File: src/rtl/axrb_pkg.sv
package axrb_pkg;

  typedef enum logic [1:0] {
    ENG_IDLE  = 2'd0,
    ENG_WRITE = 2'd1,
    ENG_READ  = 2'd2
  } eng_state_t;

  localparam logic [1:0] RESP_OKAY = 2'b00;

endpackage

File: src/rtl/axrb_fifo.sv
module axrb_fifo #(
  parameter int WIDTH = 64,
  parameter int DEPTH = 8
) (
  input  logic             clk,
  input  logic             rst,
  input  logic             push,
  input  logic [WIDTH-1:0] push_data,
  input  logic             pop,
  output logic [WIDTH-1:0] pop_data,
  output logic             empty
);
  localparam int PW = (DEPTH > 1) ? $clog2(DEPTH) : 1;

  logic [WIDTH-1:0] mem [DEPTH];
  logic [PW:0]      wr_ptr;
  logic [PW:0]      rd_ptr;
  logic             full;
  logic             do_push;
  logic             do_pop;

  assign empty    = (wr_ptr == rd_ptr);
  assign full     = (wr_ptr[PW] != rd_ptr[PW]) && (wr_ptr[PW-1:0] == rd_ptr[PW-1:0]);
  assign do_push  = push && !full;
  assign do_pop   = pop && !empty;
  assign pop_data = mem[rd_ptr[PW-1:0]];

  // storage has no reset so it can map onto RAM resources
  always_ff @(posedge clk) begin
    if (do_push) begin
      mem[wr_ptr[PW-1:0]] <= push_data;
    end
  end

  always_ff @(posedge clk) begin
    if (rst) begin
      wr_ptr <= '0;
      rd_ptr <= '0;
    end else begin
      if (do_push) wr_ptr <= wr_ptr + 1'b1;
      if (do_pop)  rd_ptr <= rd_ptr + 1'b1;
    end
  end

endmodule

File: src/rtl/axrb_engine.sv
module axrb_engine
  import axrb_pkg::*;
#(
  parameter int ADDR_W = 32,
  parameter int DATA_W = 32
) (
  input  logic              clk,
  input  logic              rst,
  input  logic              wq_empty,
  input  logic [ADDR_W-1:0] wq_addr,
  input  logic [DATA_W-1:0] wq_data,
  output logic              wq_pop,
  input  logic              rq_empty,
  input  logic [ADDR_W-1:0] rq_addr,
  output logic              rq_pop,
  output logic [ADDR_W-1:0] awaddr,
  output logic              awvalid,
  input  logic              awready,
  output logic [DATA_W-1:0] wdata,
  output logic              wvalid,
  input  logic              wready,
  input  logic [1:0]        bresp,
  input  logic              bvalid,
  output logic              bready,
  output logic [ADDR_W-1:0] araddr,
  output logic              arvalid,
  input  logic              arready,
  input  logic [DATA_W-1:0] rdata,
  input  logic [1:0]        rresp,
  input  logic              rvalid,
  output logic              rready,
  output logic [DATA_W-1:0] rd_data,
  output logic [1:0]        rd_resp,
  output logic              rd_valid,
  output logic              wr_done,
  output logic [1:0]        wr_resp
);
  eng_state_t state;

  // writes win; a read leaves only once the write side is drained
  assign wq_pop = (state == ENG_IDLE) && !wq_empty;
  assign rq_pop = (state == ENG_IDLE) && wq_empty && !rq_empty;

  always_ff @(posedge clk) begin
    if (rst) begin
      state    <= ENG_IDLE;
      awaddr   <= '0;
      awvalid  <= 1'b0;
      wdata    <= '0;
      wvalid   <= 1'b0;
      bready   <= 1'b0;
      araddr   <= '0;
      arvalid  <= 1'b0;
      rready   <= 1'b0;
      rd_data  <= '0;
      rd_resp  <= RESP_OKAY;
      rd_valid <= 1'b0;
      wr_done  <= 1'b0;
      wr_resp  <= RESP_OKAY;
    end else begin
      rd_valid <= 1'b0;
      wr_done  <= 1'b0;
      unique case (state)
        ENG_IDLE: begin
          if (wq_pop) begin
            awaddr  <= wq_addr;
            wdata   <= wq_data;
            awvalid <= 1'b1;
            wvalid  <= 1'b1;
            bready  <= 1'b1;
            state   <= ENG_WRITE;
          end else if (rq_pop) begin
            araddr  <= rq_addr;
            arvalid <= 1'b1;
            rready  <= 1'b1;
            state   <= ENG_READ;
          end
        end
        ENG_WRITE: begin
          if (awready) awvalid <= 1'b0;
          if (wready)  wvalid  <= 1'b0;
          if (bvalid) begin
            bready  <= 1'b0;
            wr_done <= 1'b1;
            wr_resp <= bresp;
            state   <= ENG_IDLE;
          end
        end
        ENG_READ: begin
          if (arready) arvalid <= 1'b0;
          if (rvalid) begin
            rready   <= 1'b0;
            rd_valid <= 1'b1;
            rd_data  <= rdata;
            rd_resp  <= rresp;
            state    <= ENG_IDLE;
          end
        end
        default: state <= ENG_IDLE;
      endcase
    end
  end

endmodule

File: src/rtl/axil_req_bridge.sv
module axil_req_bridge #(
  parameter int ADDR_W   = 32,
  parameter int DATA_W   = 32,
  parameter int WQ_DEPTH = 8,
  parameter int RQ_DEPTH = 4
) (
  input  logic                clk,
  input  logic                rst,
  input  logic                wr_req_i,
  input  logic [ADDR_W-1:0]   wr_addr_i,
  input  logic [DATA_W-1:0]   wr_data_i,
  input  logic                rd_req_i,
  input  logic [ADDR_W-1:0]   rd_addr_i,
  output logic [DATA_W-1:0]   rd_data_o,
  output logic [1:0]          rd_resp_o,
  output logic                rd_valid_o,
  output logic                wr_done_o,
  output logic [1:0]          wr_resp_o,
  output logic [ADDR_W-1:0]   m_awaddr,
  output logic [2:0]          m_awprot,
  output logic                m_awvalid,
  input  logic                m_awready,
  output logic [DATA_W-1:0]   m_wdata,
  output logic [DATA_W/8-1:0] m_wstrb,
  output logic                m_wvalid,
  input  logic                m_wready,
  input  logic [1:0]          m_bresp,
  input  logic                m_bvalid,
  output logic                m_bready,
  output logic [ADDR_W-1:0]   m_araddr,
  output logic [2:0]          m_arprot,
  output logic                m_arvalid,
  input  logic                m_arready,
  input  logic [DATA_W-1:0]   m_rdata,
  input  logic [1:0]          m_rresp,
  input  logic                m_rvalid,
  output logic                m_rready
);
  localparam int STRB_W = DATA_W / 8;
  localparam int WQ_W   = ADDR_W + DATA_W;

  if (DATA_W != 32 && DATA_W != 64) begin : g_bad_width
    $error("axil_req_bridge: DATA_W must be 32 or 64");
  end

  logic [WQ_W-1:0]   wq_out;
  logic              wq_empty;
  logic              wq_pop;
  logic [ADDR_W-1:0] rq_out;
  logic              rq_empty;
  logic              rq_pop;

  assign m_awprot = 3'b000;
  assign m_arprot = 3'b000;
  assign m_wstrb  = {STRB_W{1'b1}};

  axrb_fifo #(.WIDTH(WQ_W), .DEPTH(WQ_DEPTH)) u_wq (
    .clk       (clk),
    .rst       (rst),
    .push      (wr_req_i),
    .push_data ({wr_addr_i, wr_data_i}),
    .pop       (wq_pop),
    .pop_data  (wq_out),
    .empty     (wq_empty)
  );

  axrb_fifo #(.WIDTH(ADDR_W), .DEPTH(RQ_DEPTH)) u_rq (
    .clk       (clk),
    .rst       (rst),
    .push      (rd_req_i),
    .push_data (rd_addr_i),
    .pop       (rq_pop),
    .pop_data  (rq_out),
    .empty     (rq_empty)
  );

  axrb_engine #(.ADDR_W(ADDR_W), .DATA_W(DATA_W)) u_eng (
    .clk      (clk),
    .rst      (rst),
    .wq_empty (wq_empty),
    .wq_addr  (wq_out[WQ_W-1:DATA_W]),
    .wq_data  (wq_out[DATA_W-1:0]),
    .wq_pop   (wq_pop),
    .rq_empty (rq_empty),
    .rq_addr  (rq_out),
    .rq_pop   (rq_pop),
    .awaddr   (m_awaddr),
    .awvalid  (m_awvalid),
    .awready  (m_awready),
    .wdata    (m_wdata),
    .wvalid   (m_wvalid),
    .wready   (m_wready),
    .bresp    (m_bresp),
    .bvalid   (m_bvalid),
    .bready   (m_bready),
    .araddr   (m_araddr),
    .arvalid  (m_arvalid),
    .arready  (m_arready),
    .rdata    (m_rdata),
    .rresp    (m_rresp),
    .rvalid   (m_rvalid),
    .rready   (m_rready),
    .rd_data  (rd_data_o),
    .rd_resp  (rd_resp_o),
    .rd_valid (rd_valid_o),
    .wr_done  (wr_done_o),
    .wr_resp  (wr_resp_o)
  );

endmodule

File: config.mk
export PLATFORM = sky130hd
export DESIGN_NAME = axil_req_bridge
export DESIGN_NICKNAME = d
export VERILOG_FILES = /design/src/rtl/axrb_pkg.sv /design/src/rtl/axrb_fifo.sv /design/src/rtl/axrb_engine.sv /design/src/rtl/axil_req_bridge.sv
export SDC_FILE = /design/constraint.sdc
export NUM_CORES = 1
export LEC_CHECK = 0
export ABC_AREA = 1
export CELL_PAD_IN_SITES_DETAIL_PLACEMENT = 1
export CELL_PAD_IN_SITES_GLOBAL_PLACEMENT = 1
export CORE_MARGIN = 8
export CORE_UTILIZATION = 46
export CTS_CLUSTER_DIAMETER = 80
export DETAILED_ROUTE_END_ITERATION = 16
export GPL_ROUTABILITY_DRIVEN = 0
export PLACE_DENSITY = 0.84
export SLEW_MARGIN = 5
export SYNTH_ARGS = -nofsm -noshare
export SYNTH_HDL_FRONTEND = slang
export SYNTH_SLANG_ARGS = --single-unit
File: constraint.sdc
create_clock -name clk -period 9.2 [get_ports clk]
set_input_delay 2.76 -clock clk [delete_from_list [all_inputs] [get_ports clk]]
set_output_delay 2.76 -clock clk [all_outputs]
set_load 0.02 [all_outputs]
==> metrics.csv, run 1 <==
stage,metric,value,unit
global_routing,antenna_found_initial,16,
floorplan,die_y,278.6,µm
cells_and_area,post-route-cell-area,0.03771,mm²
worst_setup_path,critPathMostFrequentCell,nand2_1,
place,place_inst,3985,
worst_setup_path,crit_arrival,5450,ps
timing,finalSetupTns,0,ps
cells_and_area,nets,3336,
timing,setup_violations,0,
worst_setup_path,critical-path-max-stage-delay,800,ps
logic_synthesis,syn-cell-area,0.03173,mm²
route,drtIter0Drc,1716,
timing,finalMaxSlewViolations,0,
cts,clockBufferDepth,3,
floorplan,rows,96,
route,top_layer_used,met5,
cts,cts_resized,0,
floorplan,die_x,278.6,µm
pwr,p_int,7.317,mW
route,wl_per_cell,22.90,µm
worst_setup_path,crit_fanout,47,
worst_setup_path,crit_slowest_cell,buf_4,
logic_synthesis,synthCells,2977,
cells_and_area,area_delta_synth_final,18.87,%
cts,post_cts_buffers,0,
logic_synthesis,syn_avg_cell_area,10.66,µm²
route,ant_nets,0,
pwr,p_clk_frac,0.291,
place,place_area,0.03498,mm²
cells_and_area,drive_above_1_share,0.05770,
timing,period_share,0.5668,
timing,worstMarginPinSlew,1192,ps
logic_synthesis,synthFlopType,edfxtp_1,
route,wl_met1,36.57,mm
worst_setup_path,path_class,input pin to flop,
cts,clk_latency,630,ps
route,drt-total-wl,95.03,mm
timing,rsz0062_at_grt,false,
route,drc,0,
floorplan,core-area,0.06847,mm²
hold_path,hold_class,flop to flop,
global_routing,grt_max_degree,147,
pwr,power.density,306.6,mW/mm²
worst_setup_path,cp.required,9440,ps
worst_setup_path,cp-end-kind,flop,
logic_synthesis,synth_edf_count,640,
pwr,pwr-share-seq,0.388,
logic_synthesis,synth.ff_latch_count,795,
pwr,comb_power_share,0.321,
global_routing,gr-usage-all-layers,0.2360,
route,via_per_inst,5.533,
cts,cts_made_buffers,83,
floorplan,initial_core_util,0.4634,
hold_path,hold-path-cell-count,2,
logic_synthesis,ys_types,30,
route,first_pass_iters,5,
logic_synthesis,synth_top_cells_by_count,"nor2_1, edfxtp_1, nand2_1, o21ai_1, inv_1",
logic_synthesis,async_flop_share,0,
timing,hold_ws,447.7,ps
route,dr_wl_met2,49.95,mm
pwr,peakVddDrop,0.1765,mV
logic_synthesis,ys_seq_area_frac,0.7036,
cts,clk_pin_slew,60,ps
worst_setup_path,path_cells,clkdlybuf4s50_1 > nand2_1 > inv_1 > nand2_1 > nor2_4 > buf_4,
logic_synthesis,synth.most_common_cell,nor2_1,
pwr,p_sw_frac,0.3671,
cts,h-tree-depth,3,
logic_synthesis,yosys.area.top_type,edfxtp_1,
timing,maxSlewHeadroom,0.2044,
logic_synthesis,synthTopCellsByArea,"edfxtp_1, dfxtp_1, nor2_1",
pwr,p_sw,4.245,mW
cts,cts_tree,built,
route,vias,22956,
place,hpwl,53.49,mm
timing,hold_viol,0,
run_status,status,"finished, final reports clean",
floorplan,design.die.area,0.07763,mm²
cts,cts_hold_buf,0,
timing,max_clock_freq,191.8,MHz
global_routing,grt_overflow,0,
timing,min_period,5215,ps
run,max_cap_viol_count,0,
worst_setup_path,cp-start-kind,input pin,
cts,clock-root-buffer,clkbuf_16,
logic_synthesis,yosys_warnings,0,
cts,clock_sinks,795,
timing,skew,25.81,ps
pwr,p_total,11.56,mW
worst_setup_path,r2r_cells,11,
cells_and_area,final_cells,4149,
global_routing,first_global_vias,24903,
route,routed-wl-met3,5.807,mm
logic_synthesis,synth_top_area_frac,0.6057,
global_routing,grt_pass1_wl,143.6,mm
pwr,p_leak,14.11,nW
place,port_buffers,279,
floorplan,io_pins,290,
-- stage by stage --
step	util	worst slack, ps
after floorplan	-	1363
final	0.5509	3985
after global placement	0.5109	3505
after global routing	0.5507	3885
after CTS	0.5505	4028
after detailed placement	0.5109	3371
-- worst max-delay path, delay by kind of cell --
kind | cells | cell delay, ps
buffers and inverters | 3 | 1520
and+or+nand+nor | 3 | 1140
-- layout by cell type, fill, tap and decap left out, types with 8 or more instances in the layout --
| cell type | netlist | final |
|---|---|---|
| buf_4 | 27 | 27 |
| a21oi_1 | 49 | 49 |
| diode_2 | 0 | 9 |
| nand2_1 | 523 | 523 |
| clkinv_1 | 0 | 9 |
| nor2_1 | 671 | 661 |
| clkbuf_1 | 84 | 20 |
| clkinv_2 | 0 | 18 |
| nand4_1 | 36 | 36 |
| edfxtp_1 | 640 | 640 |
| o21ai_0 | 163 | 163 |
| conb_1 | 2 | 10 |
| inv_1 | 181 | 180 |
| dfxtp_1 | 155 | 151 |
| clkbuf_8 | 0 | 8 |
| o21ai_1 | 229 | 229 |
| nand3_1 | 106 | 106 |
| clkdlybuf4s50_1 | 0 | 278 |
| clkbuf_16 | 0 | 84 |
-- sequential cells by signal, indices dropped and copies added (netlist names) --
signal,flops
u_rq.wr_ptr,3
u_rq.rd_ptr,3
u_eng.rd_data,32
u_eng.wvalid,1
u_eng.rd_resp,2
u_wq.rd_ptr,4
u_eng.rd_valid,1
u_eng.wr_resp,2
u_eng.bready,1
u_eng.wdata,32
u_eng.arvalid,1
u_eng.araddr,32
u_wq.mem,512
u_eng.rready,1
u_wq.wr_ptr,4
u_rq.mem,128
u_eng.awaddr,32
u_eng.wr_done,1
u_eng.state,2
u_eng.awvalid,1
-- layer usage --
layer | GRT usage | up-vias
met5 | 0 | -
met4 | 0.08409 | 16
li1 | - | 10370
met1 | 0.2737 | 11598
met2 | 0.4301 | 768
met3 | 0.04859 | 204
-- final timing paths --
kind	startpoint	slack [ps]	to
worst max register to register	u_wq.rd_ptr[1]$_SDFFE_PP0P_	4160	u_wq.mem[0][27]$_DFFE_PP_
worst min-delay path	u_eng.wr_resp[0]$_SDFFE_PP0P_	450	u_eng.wr_resp[0]$_SDFFE_PP0P_
worst max-delay path	wr_req_i	3990	u_wq.mem[0][27]$_DFFE_PP_
worst min register to register	u_eng.wr_resp[0]$_SDFFE_PP0P_	450	u_eng.wr_resp[0]$_SDFFE_PP0P_
-- area by class of cell --
class	instances	area, µm²
Fill cell	7256	30750
Sequential cell	795	22330
Clock inverter	43	425.4
Clock buffer	112	2287
Antenna cell	9	22.52
Tap cell	882	1104
Inverter	188	720.7
Multi-Input combinational cell	1814	7831
Timing Repair Buffer	306	2990
-- power by group through the flow --
stage          sequential (mW)  combinational, mW  clock (mW)
2_1_floorplan             4.63               2.26           0
3_3_place_gp              4.52               3.39           0
3_5_place_dp              4.55               3.62           0
4_1_cts                   4.48               3.73        3.41
5_1_grt                   4.52               4.06        3.53
6_report                  4.49               3.71        3.36
-- logic make-up after synthesis --
logic type | Yosys count | share of synthesized area
other | 2 | 0.0002367
flip-flops | 795 | 0.7036
AO/OA/AOI/OAI | 442 | 0.06984
adder cells (fa/ha/maj) | 7 | 0.002760
AND/OR/NAND/NOR | 1347 | 0.1682
XOR/XNOR | 8 | 0.002445
buffers and inverters | 376 | 0.05300
Note: power is estimated with default switching activity, not from simulation.
==> run 2: changes to the inputs <==
==> constraint.sdc (replaced) <==
create_clock -name clk -period 5.1 [get_ports clk]
set_input_delay 1.53 -clock clk [delete_from_list [all_inputs] [get_ports clk]]
set_output_delay 1.53 -clock clk [all_outputs]
set_load 0.02 [all_outputs]
==> run 2 against run 1 <==
Flip-flop and latch count unchanged. Non-clock buffer count up 7. Count of clock-buffer cells in the layout up 5. Global-route usage down 0.095 points. Core utilization about the same. Total power up 79%. Final cell count about the same. Hold slack better by 9.4 ps. Highest routed layer unchanged.
==> metrics.csv, run 2 (synthesized netlist as in run 1, its figures left out) <==
stage,metric,value,unit,change
route,first_pass_iters,5,,unchanged
cells_and_area,multi_input_area,0.007831,mm²,unchanged
cells_and_area,regArea,0.02233,mm²,unchanged
timing,setup_violations,0,,unchanged
pwr,power.density,548.7,mW/mm²,+79%
route,vias,22956,,unchanged
cts,clk_latency,630,ps,about the same
cells_and_area,final_common_cell,nor2_1,,
cells_and_area,fill_cells,7217,,-0.54%
cells_and_area,fin_util,0.5508,,about the same
floorplan,die_y,278.6,µm,unchanged
worst_setup_path,setup.worst_path.start,u_wq.rd_ptr[2]$_SDFFE_PP0P_,,
cts,h-tree-depth,3,,unchanged
timing,min_period,3528,ps,
global_routing,antenna_found_initial,9,,-7
cts,clock-root-buffer,clkbuf_16,,
route,wl_met1,35.60,mm,-2.7%
route,drt-total-wl,93.83,mm,-1.3%
floorplan,core-area,0.06847,mm²,unchanged
worst_setup_path,crit_fanout,69,,+47%
route,top_layer_used,met5,,
cts,cts_made_buffers,81,,-2.4%
timing,period_share,0.6918,,
route,routed-wl-met3,6.446,mm,+11%
cells_and_area,drive_above_1_share,0.05612,,-0.001586
pwr,p_leak,14.10,nW,-0.12%
cells_and_area,final_cell_mix,"nor2_1, edfxtp_1, nand2_1, clkdlybuf4s50_1, o21ai_1",,
timing,worstMarginPinSlew,1230,ps,+38.08 ps
cts,cts_tree,built,,
timing,finalMaxSlewViolations,0,,unchanged
worst_setup_path,endpoint,u_wq.mem[0][58]$_DFFE_PP_,,
worst_setup_path,r2r_slack,1570,ps,-2590 ps
cts,cts_hold_buf,0,,unchanged
timing,max_clock_freq,283.4,MHz,
floorplan,io_pins,290,,unchanged
floorplan,design.die.area,0.07763,mm²,unchanged
cts,clockBufferDepth,3,,unchanged
worst_setup_path,cp-start-kind,flop,,
timing,hold_viol,0,,unchanged
global_routing,gr-usage-all-layers,0.2351,,-0.0009533
timing,hold_ws,457.2,ps,+9.435 ps
cells_and_area,largest_reg_flops,512,,unchanged
pwr,p_total,20.69,mW,+79%
global_routing,grt_max_degree,155,,+5.4%
global_routing,grt_pass1_wl,144.1,mm,+0.33%
route,dr_wl_met2,49.09,mm,-1.7%
floorplan,rows,96,,unchanged
cells_and_area,nets,3341,,+0.15%
timing,finalSetupTns,0,ps,unchanged
worst_setup_path,r2r_end,u_wq.mem[0][58]$_DFFE_PP_,,
run_status,status,"finished, final reports clean",,
worst_setup_path,cp.required,5340,ps,-4100 ps
global_routing,grt_overflow,0,,unchanged
worst_setup_path,r2r_cells,9,,-2
run,max_cap_viol_count,0,,unchanged
worst_setup_path,path_class,flop to flop,,
global_routing,first_global_vias,25243,,+1.4%
route,ant_nets,0,,unchanged
floorplan,die_x,278.6,µm,unchanged
worst_setup_path,cp-end-kind,flop,,
timing,skew,25.42,ps,-0.3853 ps
floorplan,initial_core_util,0.4634,,unchanged
timing,maxSlewHeadroom,0.1782,,-0.02622
worst_setup_path,r2r_start,u_wq.rd_ptr[2]$_SDFFE_PP0P_,,
cells_and_area,area_delta_synth_final,18.87,%,about the same
route,drtIter0Drc,1818,,+5.9%
cts,cts_resized,0,,unchanged
cts,clk_pin_slew,60,ps,about the same
route,via_per_inst,5.532,,about the same
route,drc,0,,unchanged
timing,rsz0062_at_grt,false,,
pwr,peakVddDrop,0.3363,mV,+91%
worst_setup_path,crit_arrival,3760,ps,-1690 ps
hold_path,hold_class,flop to flop,,
route,wl_per_cell,22.61,µm,-1.3%
place,port_buffers,279,,unchanged
cts,clock_sinks,795,,unchanged
place,hpwl,55.08,mm,+3.0%
cts,post_cts_buffers,0,,unchanged
run 2: changes by cell type in the layout (fill, tap and decap cells not counted), sizes merged:
cell | previous run | this run
buf | 28 | 35
bufinv | 7 | 6
clkbuf | 112 | 117
clkinv | 28 | 22
diode | 9 | 7
inv | 193 | 191
run 2: final cells by class:
cell class / instances / share of cell area
multi-input cells: 1814 / 0.2077
clock buffers: 117 / 0.06032
repair buffers: 313 / 0.08135
clock inverters: 34 / 0.009621
well taps: 882 / 0.02926
inverters: 188 / 0.01911
flip-flops and latches: 795 / 0.5922
diodes: 7 / 0.0004645
run 2: how the worst min path moves through the flow:
| stage | start | end | slack [ps] | cells past startpoint |
|---|---|---|---|---|
| final | u_eng.wr_resp[0]$_SDFFE_PP0P_ | u_eng.wr_resp[0]$_SDFFE_PP0P_ | 460 | 2 |
| after floorplan | u_wq.wr_ptr[3]$_SDFFE_PP0P_ | u_wq.wr_ptr[3]$_SDFFE_PP0P_ | 450 | 2 |
| after detailed placement | u_eng.wr_resp[1]$_SDFFE_PP0P_ | u_eng.wr_resp[1]$_SDFFE_PP0P_ | 450 | 2 |
| after CTS | u_eng.wr_resp[1]$_SDFFE_PP0P_ | u_eng.wr_resp[1]$_SDFFE_PP0P_ | 460 | 2 |
| after global routing | u_eng.wr_resp[0]$_SDFFE_PP0P_ | u_eng.wr_resp[0]$_SDFFE_PP0P_ | 480 | 2 |
| after global placement | u_eng.wr_resp[0]$_SDFFE_PP0P_ | u_eng.wr_resp[0]$_SDFFE_PP0P_ | 430 | 2 |
run 2: through the flow:
stage          setup slack (ps)  instance area [µm²]  instances
2_1_floorplan             -1507                31760       2985
3_3_place_gp               1202                35060       3992
3_5_place_dp               1076                35060       3992
4_1_cts                    1626                37690       4143
5_1_grt                    1399                37700       4144
6_report                   1572                37710       4150
run 2: critical path: stages (launching register included):
cell	delay (ps)
dfxtp_4	1060
inv_2	70
nand2_1	140
a21oi_1	70
nand2_1	110
nand2_1	280
inv_1	200
nand2_1	280
nor2_4	200
buf_4	680
run 2: report_power, final:
part | internal (mW) | switching (mW) | total, mW
registers | 7.58 | 0.319 | 7.90
clock network | 3.42 | 2.51 | 5.93
logic | 2.11 | 4.75 | 6.86
run 2: layer usage:
| layer | vias up | track usage |
|---|---|---|
| li1 | 10388 | - |
| met1 | 11569 | 0.2731 |
| met2 | 792 | 0.4290 |
| met3 | 199 | 0.04633 |
| met4 | 8 | 0.08436 |
| met5 | - | 0 |
